`src/rtl/wbuf_pkg.sv`:
```
// Shared types for the store buffer with read bypass.
package wbuf_pkg;
    // Memory-port owner state: idle, draining a store, or serving a read miss.
    typedef enum logic [1:0] {
        PORT_IDLE = 2'd0,
        PORT_WR   = 2'd1,
        PORT_RD   = 2'd2
    } port_st_e;
endpackage

```
`src/rtl/wbuf_store.sv`:
```
// Entry storage for the store buffer: a circular FIFO of DEPTH address/data
// entries with two associative comparators. One finds a merge target for an
// incoming store. The other finds the newest entry matching a read address.
// Assumes pop is asserted only while the head is on the memory port
// (head_busy) and the buffer is non-empty.
module wbuf_store #(
    parameter int ADDR_W = 16,
    parameter int DATA_W = 32,
    parameter int DEPTH  = 4,
    localparam int PTR_W = (DEPTH > 1) ? $clog2(DEPTH) : 1,
    localparam int CNT_W = $clog2(DEPTH + 1)
) (
    input  logic              clk,
    input  logic              rst_n,
    input  logic              push_valid,
    input  logic [ADDR_W-1:0] push_addr,
    input  logic [DATA_W-1:0] push_data,
    output logic              push_ready,
    input  logic              head_busy,
    input  logic              pop,
    output logic [ADDR_W-1:0] head_addr,
    output logic [DATA_W-1:0] head_data,
    output logic              nonempty,
    output logic [CNT_W-1:0]  fill,
    input  logic [ADDR_W-1:0] look_addr,
    output logic              look_hit,
    output logic [DATA_W-1:0] look_data
);
    logic [DEPTH-1:0]  ent_v;
    logic [ADDR_W-1:0] ent_a [DEPTH];
    logic [DATA_W-1:0] ent_d [DEPTH];
    logic [PTR_W-1:0]  rd_ptr, wr_ptr;
    logic [CNT_W-1:0]  cnt;
    logic [DEPTH-1:0]  mrg_m, look_m;
    logic [PTR_W-1:0]  mrg_idx;
    logic              mrg_any, do_push, do_merge, do_alloc;

    // Advance a ring pointer with wrap at DEPTH.
    function automatic logic [PTR_W-1:0] bump(input logic [PTR_W-1:0] p);
        return (p == PTR_W'(DEPTH - 1)) ? '0 : p + 1'b1;
    endfunction

    // Per-entry comparators; the head on the port is not a merge target.
    for (genvar j = 0; j < DEPTH; j++) begin : g_cmp
        assign mrg_m[j]  = ent_v[j] && (ent_a[j] == push_addr)
                           && !(head_busy && (rd_ptr == PTR_W'(j)));
        assign look_m[j] = ent_v[j] && (ent_a[j] == look_addr);
    end

    // Pick the (at most one) merge target.
    always_comb begin
        mrg_idx = '0;
        for (int j = 0; j < DEPTH; j++) begin
            if (mrg_m[j]) mrg_idx = PTR_W'(j);
        end
    end

    // Walk entries from oldest to newest; the last match is the newest.
    always_comb begin
        look_hit  = 1'b0;
        look_data = '0;
        for (int i = 0; i < DEPTH; i++) begin
            int k;
            k = (int'(rd_ptr) + i) % DEPTH;
            if (look_m[PTR_W'(k)]) begin
                look_hit  = 1'b1;
                look_data = ent_d[PTR_W'(k)];
            end
        end
    end

    assign mrg_any    = |mrg_m;
    assign push_ready = mrg_any || (cnt < CNT_W'(DEPTH));
    assign do_push    = push_valid && push_ready;
    assign do_merge   = do_push && mrg_any;
    assign do_alloc   = do_push && !mrg_any;
    assign head_addr  = ent_a[rd_ptr];
    assign head_data  = ent_d[rd_ptr];
    assign nonempty   = (cnt != '0);
    assign fill       = cnt;

    // Valid bits, ring pointers and occupancy.
    always_ff @(posedge clk) begin
        if (!rst_n) begin
            ent_v  <= '0;
            rd_ptr <= '0;
            wr_ptr <= '0;
            cnt    <= '0;
        end else begin
            if (do_alloc) begin
                ent_v[wr_ptr] <= 1'b1;
                wr_ptr        <= bump(wr_ptr);
            end
            if (pop) begin
                ent_v[rd_ptr] <= 1'b0;
                rd_ptr        <= bump(rd_ptr);
            end
            cnt <= cnt + CNT_W'(do_alloc) - CNT_W'(pop);
        end
    end

    // Entry address/data payload; no reset needed behind the valid bits.
    always_ff @(posedge clk) begin
        if (do_alloc) begin
            ent_a[wr_ptr] <= push_addr;
            ent_d[wr_ptr] <= push_data;
        end
        if (do_merge) begin
            ent_d[mrg_idx] <= push_data;
        end
    end
endmodule

```
`src/rtl/wbuf_port.sv`:
```
// Memory-port arbiter. It owns the single request/acknowledge port. From
// idle it serves a waiting read miss first, otherwise it starts draining the
// head store. A started transfer runs until acknowledged, with address and
// data held. Assumes mem_ack is a one-cycle pulse that comes only during a
// request.
module wbuf_port
    import wbuf_pkg::*;
#(
    parameter int ADDR_W = 16,
    parameter int DATA_W = 32
) (
    input  logic              clk,
    input  logic              rst_n,
    input  logic              rd_pend,
    input  logic [ADDR_W-1:0] rd_addr_q,
    input  logic              nonempty,
    input  logic [ADDR_W-1:0] head_addr,
    input  logic [DATA_W-1:0] head_data,
    input  logic              mem_ack,
    output logic              mem_req,
    output logic              mem_we,
    output logic [ADDR_W-1:0] mem_addr,
    output logic [DATA_W-1:0] mem_wdata,
    output logic              head_busy,
    output logic              pop,
    output logic              rd_done
);
    port_st_e st;

    // Port state: reads win from idle; transfers end on acknowledge.
    always_ff @(posedge clk) begin
        if (!rst_n) begin
            st <= PORT_IDLE;
        end else begin
            case (st)
                PORT_IDLE: begin
                    if (rd_pend)       st <= PORT_RD;
                    else if (nonempty) st <= PORT_WR;
                end
                PORT_WR:   if (mem_ack) st <= PORT_IDLE;
                PORT_RD:   if (mem_ack) st <= PORT_IDLE;
                default:   st <= PORT_IDLE;
            endcase
        end
    end

    // Port outputs and completion strobes decoded from the state.
    always_comb begin
        mem_req   = (st != PORT_IDLE);
        mem_we    = (st == PORT_WR);
        mem_addr  = (st == PORT_RD) ? rd_addr_q : head_addr;
        mem_wdata = (st == PORT_WR) ? head_data : '0;
        head_busy = (st == PORT_WR);
        pop       = (st == PORT_WR) && mem_ack;
        rd_done   = (st == PORT_RD) && mem_ack;
    end
endmodule

```
`src/rtl/wbuf_rdctl.sv`:
```
// Read-miss control. It accepts one read at a time. A buffer match is
// answered in the next cycle from the buffer. Otherwise the read is left
// pending for the port arbiter, and the memory data is returned the cycle
// after acknowledge. Assumes look_hit/look_data reflect rd_addr in the
// same cycle.
module wbuf_rdctl #(
    parameter int ADDR_W = 16,
    parameter int DATA_W = 32
) (
    input  logic              clk,
    input  logic              rst_n,
    input  logic              rd_valid,
    input  logic [ADDR_W-1:0] rd_addr,
    output logic              rd_ready,
    input  logic              look_hit,
    input  logic [DATA_W-1:0] look_data,
    input  logic              rd_done,
    input  logic [DATA_W-1:0] mem_rdata,
    output logic              rd_pend,
    output logic [ADDR_W-1:0] rd_addr_q,
    output logic              rd_resp_valid,
    output logic [DATA_W-1:0] rd_resp_data
);
    logic accept;

    assign rd_ready = !rd_pend;
    assign accept   = rd_valid && rd_ready;

    // Accept, forward or park a read; return memory data on completion.
    always_ff @(posedge clk) begin
        if (!rst_n) begin
            rd_pend       <= 1'b0;
            rd_addr_q     <= '0;
            rd_resp_valid <= 1'b0;
            rd_resp_data  <= '0;
        end else begin
            rd_resp_valid <= 1'b0;
            if (accept) begin
                if (look_hit) begin
                    rd_resp_valid <= 1'b1;
                    rd_resp_data  <= look_data;
                end else begin
                    rd_pend   <= 1'b1;
                    rd_addr_q <= rd_addr;
                end
            end else if (rd_done) begin
                rd_pend       <= 1'b0;
                rd_resp_valid <= 1'b1;
                rd_resp_data  <= mem_rdata;
            end
        end
    end
endmodule

```
`src/rtl/wbuf_bypass.sv`:
```
// Store buffer with read bypass (top). It joins entry storage, read-miss
// control and the memory-port arbiter. Stores are buffered and drained in
// order. Read misses overtake undrained stores, or are answered from the
// buffer on an address match. Assumes one word per address and
// upstream/downstream handshakes as described in the brief.
module wbuf_bypass #(
    parameter int ADDR_W = 16,
    parameter int DATA_W = 32,
    parameter int DEPTH  = 4,
    localparam int CNT_W = $clog2(DEPTH + 1)
) (
    input  logic              clk,
    input  logic              rst_n,
    input  logic              wr_valid,
    output logic              wr_ready,
    input  logic [ADDR_W-1:0] wr_addr,
    input  logic [DATA_W-1:0] wr_data,
    input  logic              rd_valid,
    output logic              rd_ready,
    input  logic [ADDR_W-1:0] rd_addr,
    output logic              rd_resp_valid,
    output logic [DATA_W-1:0] rd_resp_data,
    output logic              mem_req,
    output logic              mem_we,
    output logic [ADDR_W-1:0] mem_addr,
    output logic [DATA_W-1:0] mem_wdata,
    input  logic              mem_ack,
    input  logic [DATA_W-1:0] mem_rdata
);
    logic              head_busy_w, pop_w, nonempty_w, look_hit_w;
    logic              rd_pend_w, rd_done_w;
    logic [ADDR_W-1:0] head_addr_w, rd_addr_q_w;
    logic [DATA_W-1:0] head_data_w, look_data_w;
    logic [CNT_W-1:0]  fill_w;

    wbuf_store #(.ADDR_W(ADDR_W), .DATA_W(DATA_W), .DEPTH(DEPTH)) u_store (
        .clk        (clk),
        .rst_n      (rst_n),
        .push_valid (wr_valid),
        .push_addr  (wr_addr),
        .push_data  (wr_data),
        .push_ready (wr_ready),
        .head_busy  (head_busy_w),
        .pop        (pop_w),
        .head_addr  (head_addr_w),
        .head_data  (head_data_w),
        .nonempty   (nonempty_w),
        .fill       (fill_w),
        .look_addr  (rd_addr),
        .look_hit   (look_hit_w),
        .look_data  (look_data_w)
    );

    wbuf_rdctl #(.ADDR_W(ADDR_W), .DATA_W(DATA_W)) u_rdctl (
        .clk           (clk),
        .rst_n         (rst_n),
        .rd_valid      (rd_valid),
        .rd_addr       (rd_addr),
        .rd_ready      (rd_ready),
        .look_hit      (look_hit_w),
        .look_data     (look_data_w),
        .rd_done       (rd_done_w),
        .mem_rdata     (mem_rdata),
        .rd_pend       (rd_pend_w),
        .rd_addr_q     (rd_addr_q_w),
        .rd_resp_valid (rd_resp_valid),
        .rd_resp_data  (rd_resp_data)
    );

    wbuf_port #(.ADDR_W(ADDR_W), .DATA_W(DATA_W)) u_port (
        .clk       (clk),
        .rst_n     (rst_n),
        .rd_pend   (rd_pend_w),
        .rd_addr_q (rd_addr_q_w),
        .nonempty  (nonempty_w),
        .head_addr (head_addr_w),
        .head_data (head_data_w),
        .mem_ack   (mem_ack),
        .mem_req   (mem_req),
        .mem_we    (mem_we),
        .mem_addr  (mem_addr),
        .mem_wdata (mem_wdata),
        .head_busy (head_busy_w),
        .pop       (pop_w),
        .rd_done   (rd_done_w)
    );
endmodule

```
`config.mk`:
```
export PLATFORM = sky130hd
export DESIGN_NAME = wbuf_bypass
export DESIGN_NICKNAME = d
export VERILOG_FILES = /design/src/rtl/wbuf_pkg.sv /design/src/rtl/wbuf_store.sv /design/src/rtl/wbuf_port.sv /design/src/rtl/wbuf_rdctl.sv /design/src/rtl/wbuf_bypass.sv
export SDC_FILE = /design/constraint.sdc
export NUM_CORES = 1
export LEC_CHECK = 0
export BUFFER_PORTS_ARGS = -buffer_cell sky130_fd_sc_hd__buf_4
export CAP_MARGIN = 20
export CORE_UTILIZATION = 48
export DETAILED_ROUTE_END_ITERATION = 10
export HOLD_SLACK_MARGIN = 0.08
export PLACE_DENSITY = 0.8
export SLEW_MARGIN = 0
export SYNTH_ARGS = -nofsm -noshare
export SYNTH_HDL_FRONTEND = slang
export SYNTH_SLANG_ARGS = --single-unit
```
`constraint.sdc`:
```
create_clock -name clk -period 4.33 [get_ports clk]
set_clock_uncertainty 0.05 [all_clocks]
set_input_delay 0 -clock clk [delete_from_list [all_inputs] [get_ports clk]]
set_output_delay 0 -clock clk [all_outputs]
set_load 0.01 [all_outputs]
```
==> flow_summary.toml <==
[worst_hold_path]
hp-class = "input pin to flip-flop"
min_to = "u_store.ent_d[0][14]"
hp-start = "wr_data[14]"
holdPathStages = 2

[yosys]
ys_seq_area_frac = 0.465
syn-cell-area_um2 = 15200
yosysTopAreaCell = "edfxtp_1"
postSynthAreaPerCell_um2 = 12.3
synth_warnings = 0
synth_top_cell_area_share = 0.380
synth.distinct_cells = 57
synth_ff_type = "edfxtp_1"
ys_ff_latch = 257
synth_cells = 1234
synth_commonest_cells = "192 x edfxtp_1, 148 x mux2i_1, 95 x xnor2_1"
ys_top_cells_by_area = "edfxtp_1 38%, mux4_2 12%, mux2i_1 9.8%"
synth-async-reset-ratio = 0
synth-edff-count = 192
synth_fp_nets = 1349
synth.most_common_cell = "edfxtp_1"

[timing]
rsz0062_at_grt = "false"
drv_slew = 0
min_period_ns = 3.80
relSlewSlack = 0.303
setup_viol_count_final = 0
fmax_mhz = 263
hold_viol = 0
setup_tns_ns = 0
period_share = 0.879
worstMarginPinSlew_ns = 1.05

[clocking]
cts_inserted_buffers = 28
cts_tree = "built"
htree_levels = 1
clkSinkCount = 257
cts_setup_buffers = 0
clk_latency_ns = 0.56
cts.clk_slew.worst_paths_ns = 0.06
clockBufferDepth = 3
cts-root-buf = "clkbuf_16"

[grt]
grt_pass1_vias = 12513
antenna_found_initial = 0
grt_max_degree = 67
gr-usage-all-layers = 0.290
grt_overflow = 0
grt_pass1_wl_mm = 72.8

[critical_path]
crit_path_top_delay_cell = "or4_1"
cp.required_ns = 4.72
startpoint_type = "flip-flop"
crit_path_end_kind = "flip-flop"
crit_chain = "inv_1 -> ha_1 -> buf_4 -> a21oi_1 -> nand3_1 -> or4_1 -> o2111ai_1 -> nor3b_1 -> buf_4 -> and2_1 -> buf_4 -> o211a_1 -> dlygate4sd3_1"
reg2reg_from = "u_port.st[1]"
crit_type = "flip-flop to flip-flop"
crit_arrival_ns = 4.19
worstPathMaxFanout = 26
max_stage_delay_ns = 0.61
cpMostUsedCell = "buf_4"
r2r_cells = 13
r2r-end = "u_store.ent_v[2]"
r2r_slack_ns = 0.53

[routing]
ant_nets = 0
drt-total-wl_mm = 46.9
vias_per_cell = 6.21
post-route-drc-count = 20
drt-initial-drc-count = 1241
vias = 11981
drtPass1Iterations = 8
wl_per_cell_um = 24.3

[placement]
hpwlAfterDp_mm = 30.2
dp.cells = 1758
io_buffers = 185
place_congestion = 1.02

[die]
die_area_um2 = 32300
initial_core_util = 0.493
pin_count = 186
die_h_um = 180
rows = 64
die-width_um = 180
core-area_um2 = 30800

[power_and_ir_drop]
cellPowerDensity_nw_per_um2 = 415
p_leak_nw = 6.91
power_mw = 7.95
ir_drop_mv = 0.358

[flow_run]
cap_violations = 0

[layout]
drive_above_1_share = 0.253
stdcell_count = 1928
synthToLayoutAreaGrowth_pct = 26.2
final_nets = 1624
final_util = 0.622
fill_cells = 2270

[run_status]
violations = "design-rule violations"
status = "complete, but fails checks"
-- kinds of logic (layout without fill, tap and decap cells) --
logic type	Yosys count	after routing	share of synthesized area
adder cells (fa/ha/maj)	14	14	0.0120
other	0	1	0
multiplexers	245	245	0.229
flip-flops	257	257	0.465
AND/OR/NAND/NOR	254	254	0.0902
XOR/XNOR	130	130	0.0789
buffers and inverters	142	439	0.0405
AO/OA/AOI/OAI	192	192	0.0840
-- layout make-up --
class / count / area (µm²) / area share
repair buffers: 338 / 2900 / 0.151
diodes: 1 / 2.50 / 0.000131
multi-input cells: 835 / 7600 / 0.396
clock buffers: 38 / 748 / 0.0390
flip-flops and latches: 257 / 7080 / 0.369
well taps: 396 / 495 / 0.0259
clock inverters: 14 / 160 / 0.00836
inverters: 49 / 184 / 0.00960
-- state kept, by name (all words and copies together), names as in the netlist, 2 cells and up, named ones only --
signal	count
u_store.ent_v	4
u_store.rd_ptr	2
u_rdctl.rd_addr_q	16
u_port.st	2
u_store.wr_ptr	2
u_store.fill	3
u_store.ent_a	64
u_rdctl.rd_resp_data	32
u_store.ent_d	128
-- per-layer routing --
layer  up-vias  GRT usage  part of all wire
met5         -          0                 0
met4         0      0.116             0.038
met3       125     0.0460             0.086
met2       678      0.489              0.49
met1      5946      0.374              0.39
li1       5232          -                 -
-- power by group --
| group | switching, mW | internal [mW] | total (mW) |
|---|---|---|---|
| Sequential | 0.194 | 2.89 | 3.08 |
| Combinational | 1.27 | 1.21 | 2.47 |
| Clock | 1.00 | 1.39 | 2.40 |
-- how the worst max path moves through the flow --
| stage | from | to | slack (ns) | cells after the start |
|---|---|---|---|---|
| floorplan | u_store.rd_ptr[0] | u_store.ent_d[0][0] | 0.24 | 10 |
| global placement | u_port.st[1] | u_store.fill[2] | 1.02 | 13 |
| detailed placement | u_port.st[1] | u_store.fill[2] | 0.97 | 13 |
| CTS | u_port.st[1] | u_store.ent_v[2] | 0.53 | 13 |
| global route | u_port.st[1] | u_store.ent_v[2] | 0.42 | 13 |
| finish | u_port.st[1] | u_store.ent_v[2] | 0.53 | 13 |
-- worst max-delay path, delay by kind of cell (launching register included) --
family / cells / cell delay [ns]
and+or+nand+nor: 4 / 1.14
buffers and inverters: 5 / 1.27
DFF: 1 / 0.35
AOI/OAI and AO/OA: 3 / 0.67
adders and majority gates: 1 / 0.19
-- metrics by stage --
stage                     cell area (µm²)  hold WS, ns  setup WS [ns]
final                               19200        0.139          0.526
after global routing                19200        0.142          0.421
after detailed placement            17100        0.154          0.974
after floorplan                     15200       0.0489          0.236
after CTS                           19100        0.121          0.535
after global placement              17100        0.149           1.02
-- cells in the final DEF, fill, tap and decap left out, types with 5 or more instances in the layout --
master / Yosys / layout
a21oi_1: 38 / 38
and2_1: 42 / 42
buf_4: 0 / 217
clkbuf_1: 60 / 9
clkbuf_16: 0 / 28
clkinv_2: 0 / 5
dfxtp_1: 65 / 61
dlygate4sd3_1: 0 / 116
edfxtp_1: 192 / 192
ha_1: 13 / 13
inv_1: 48 / 48
mux2_2: 17 / 17
mux2i_1: 148 / 148
mux4_2: 80 / 80
nand2_1: 86 / 86
nand3_1: 12 / 12
nand4_1: 37 / 37
nor2_1: 14 / 9
nor2b_1: 21 / 21
nor3_1: 13 / 13
nor4_1: 11 / 11
o21ai_0: 6 / 6
o21ai_1: 31 / 31
o22ai_1: 33 / 33
o31a_1: 32 / 32
o31ai_1: 32 / 32
xnor2_1: 95 / 95
xnor2_2: 8 / 8
xor2_1: 27 / 27
-- timing repair --
action | CTS | global route
endpoints found under the setup margin | 0 | 0
gates resized for setup | 0 | 0
endpoints found under the hold margin | 257 | 0
hold buffers | 116 | 0
Note: power is estimated with default switching activity, not from simulation.
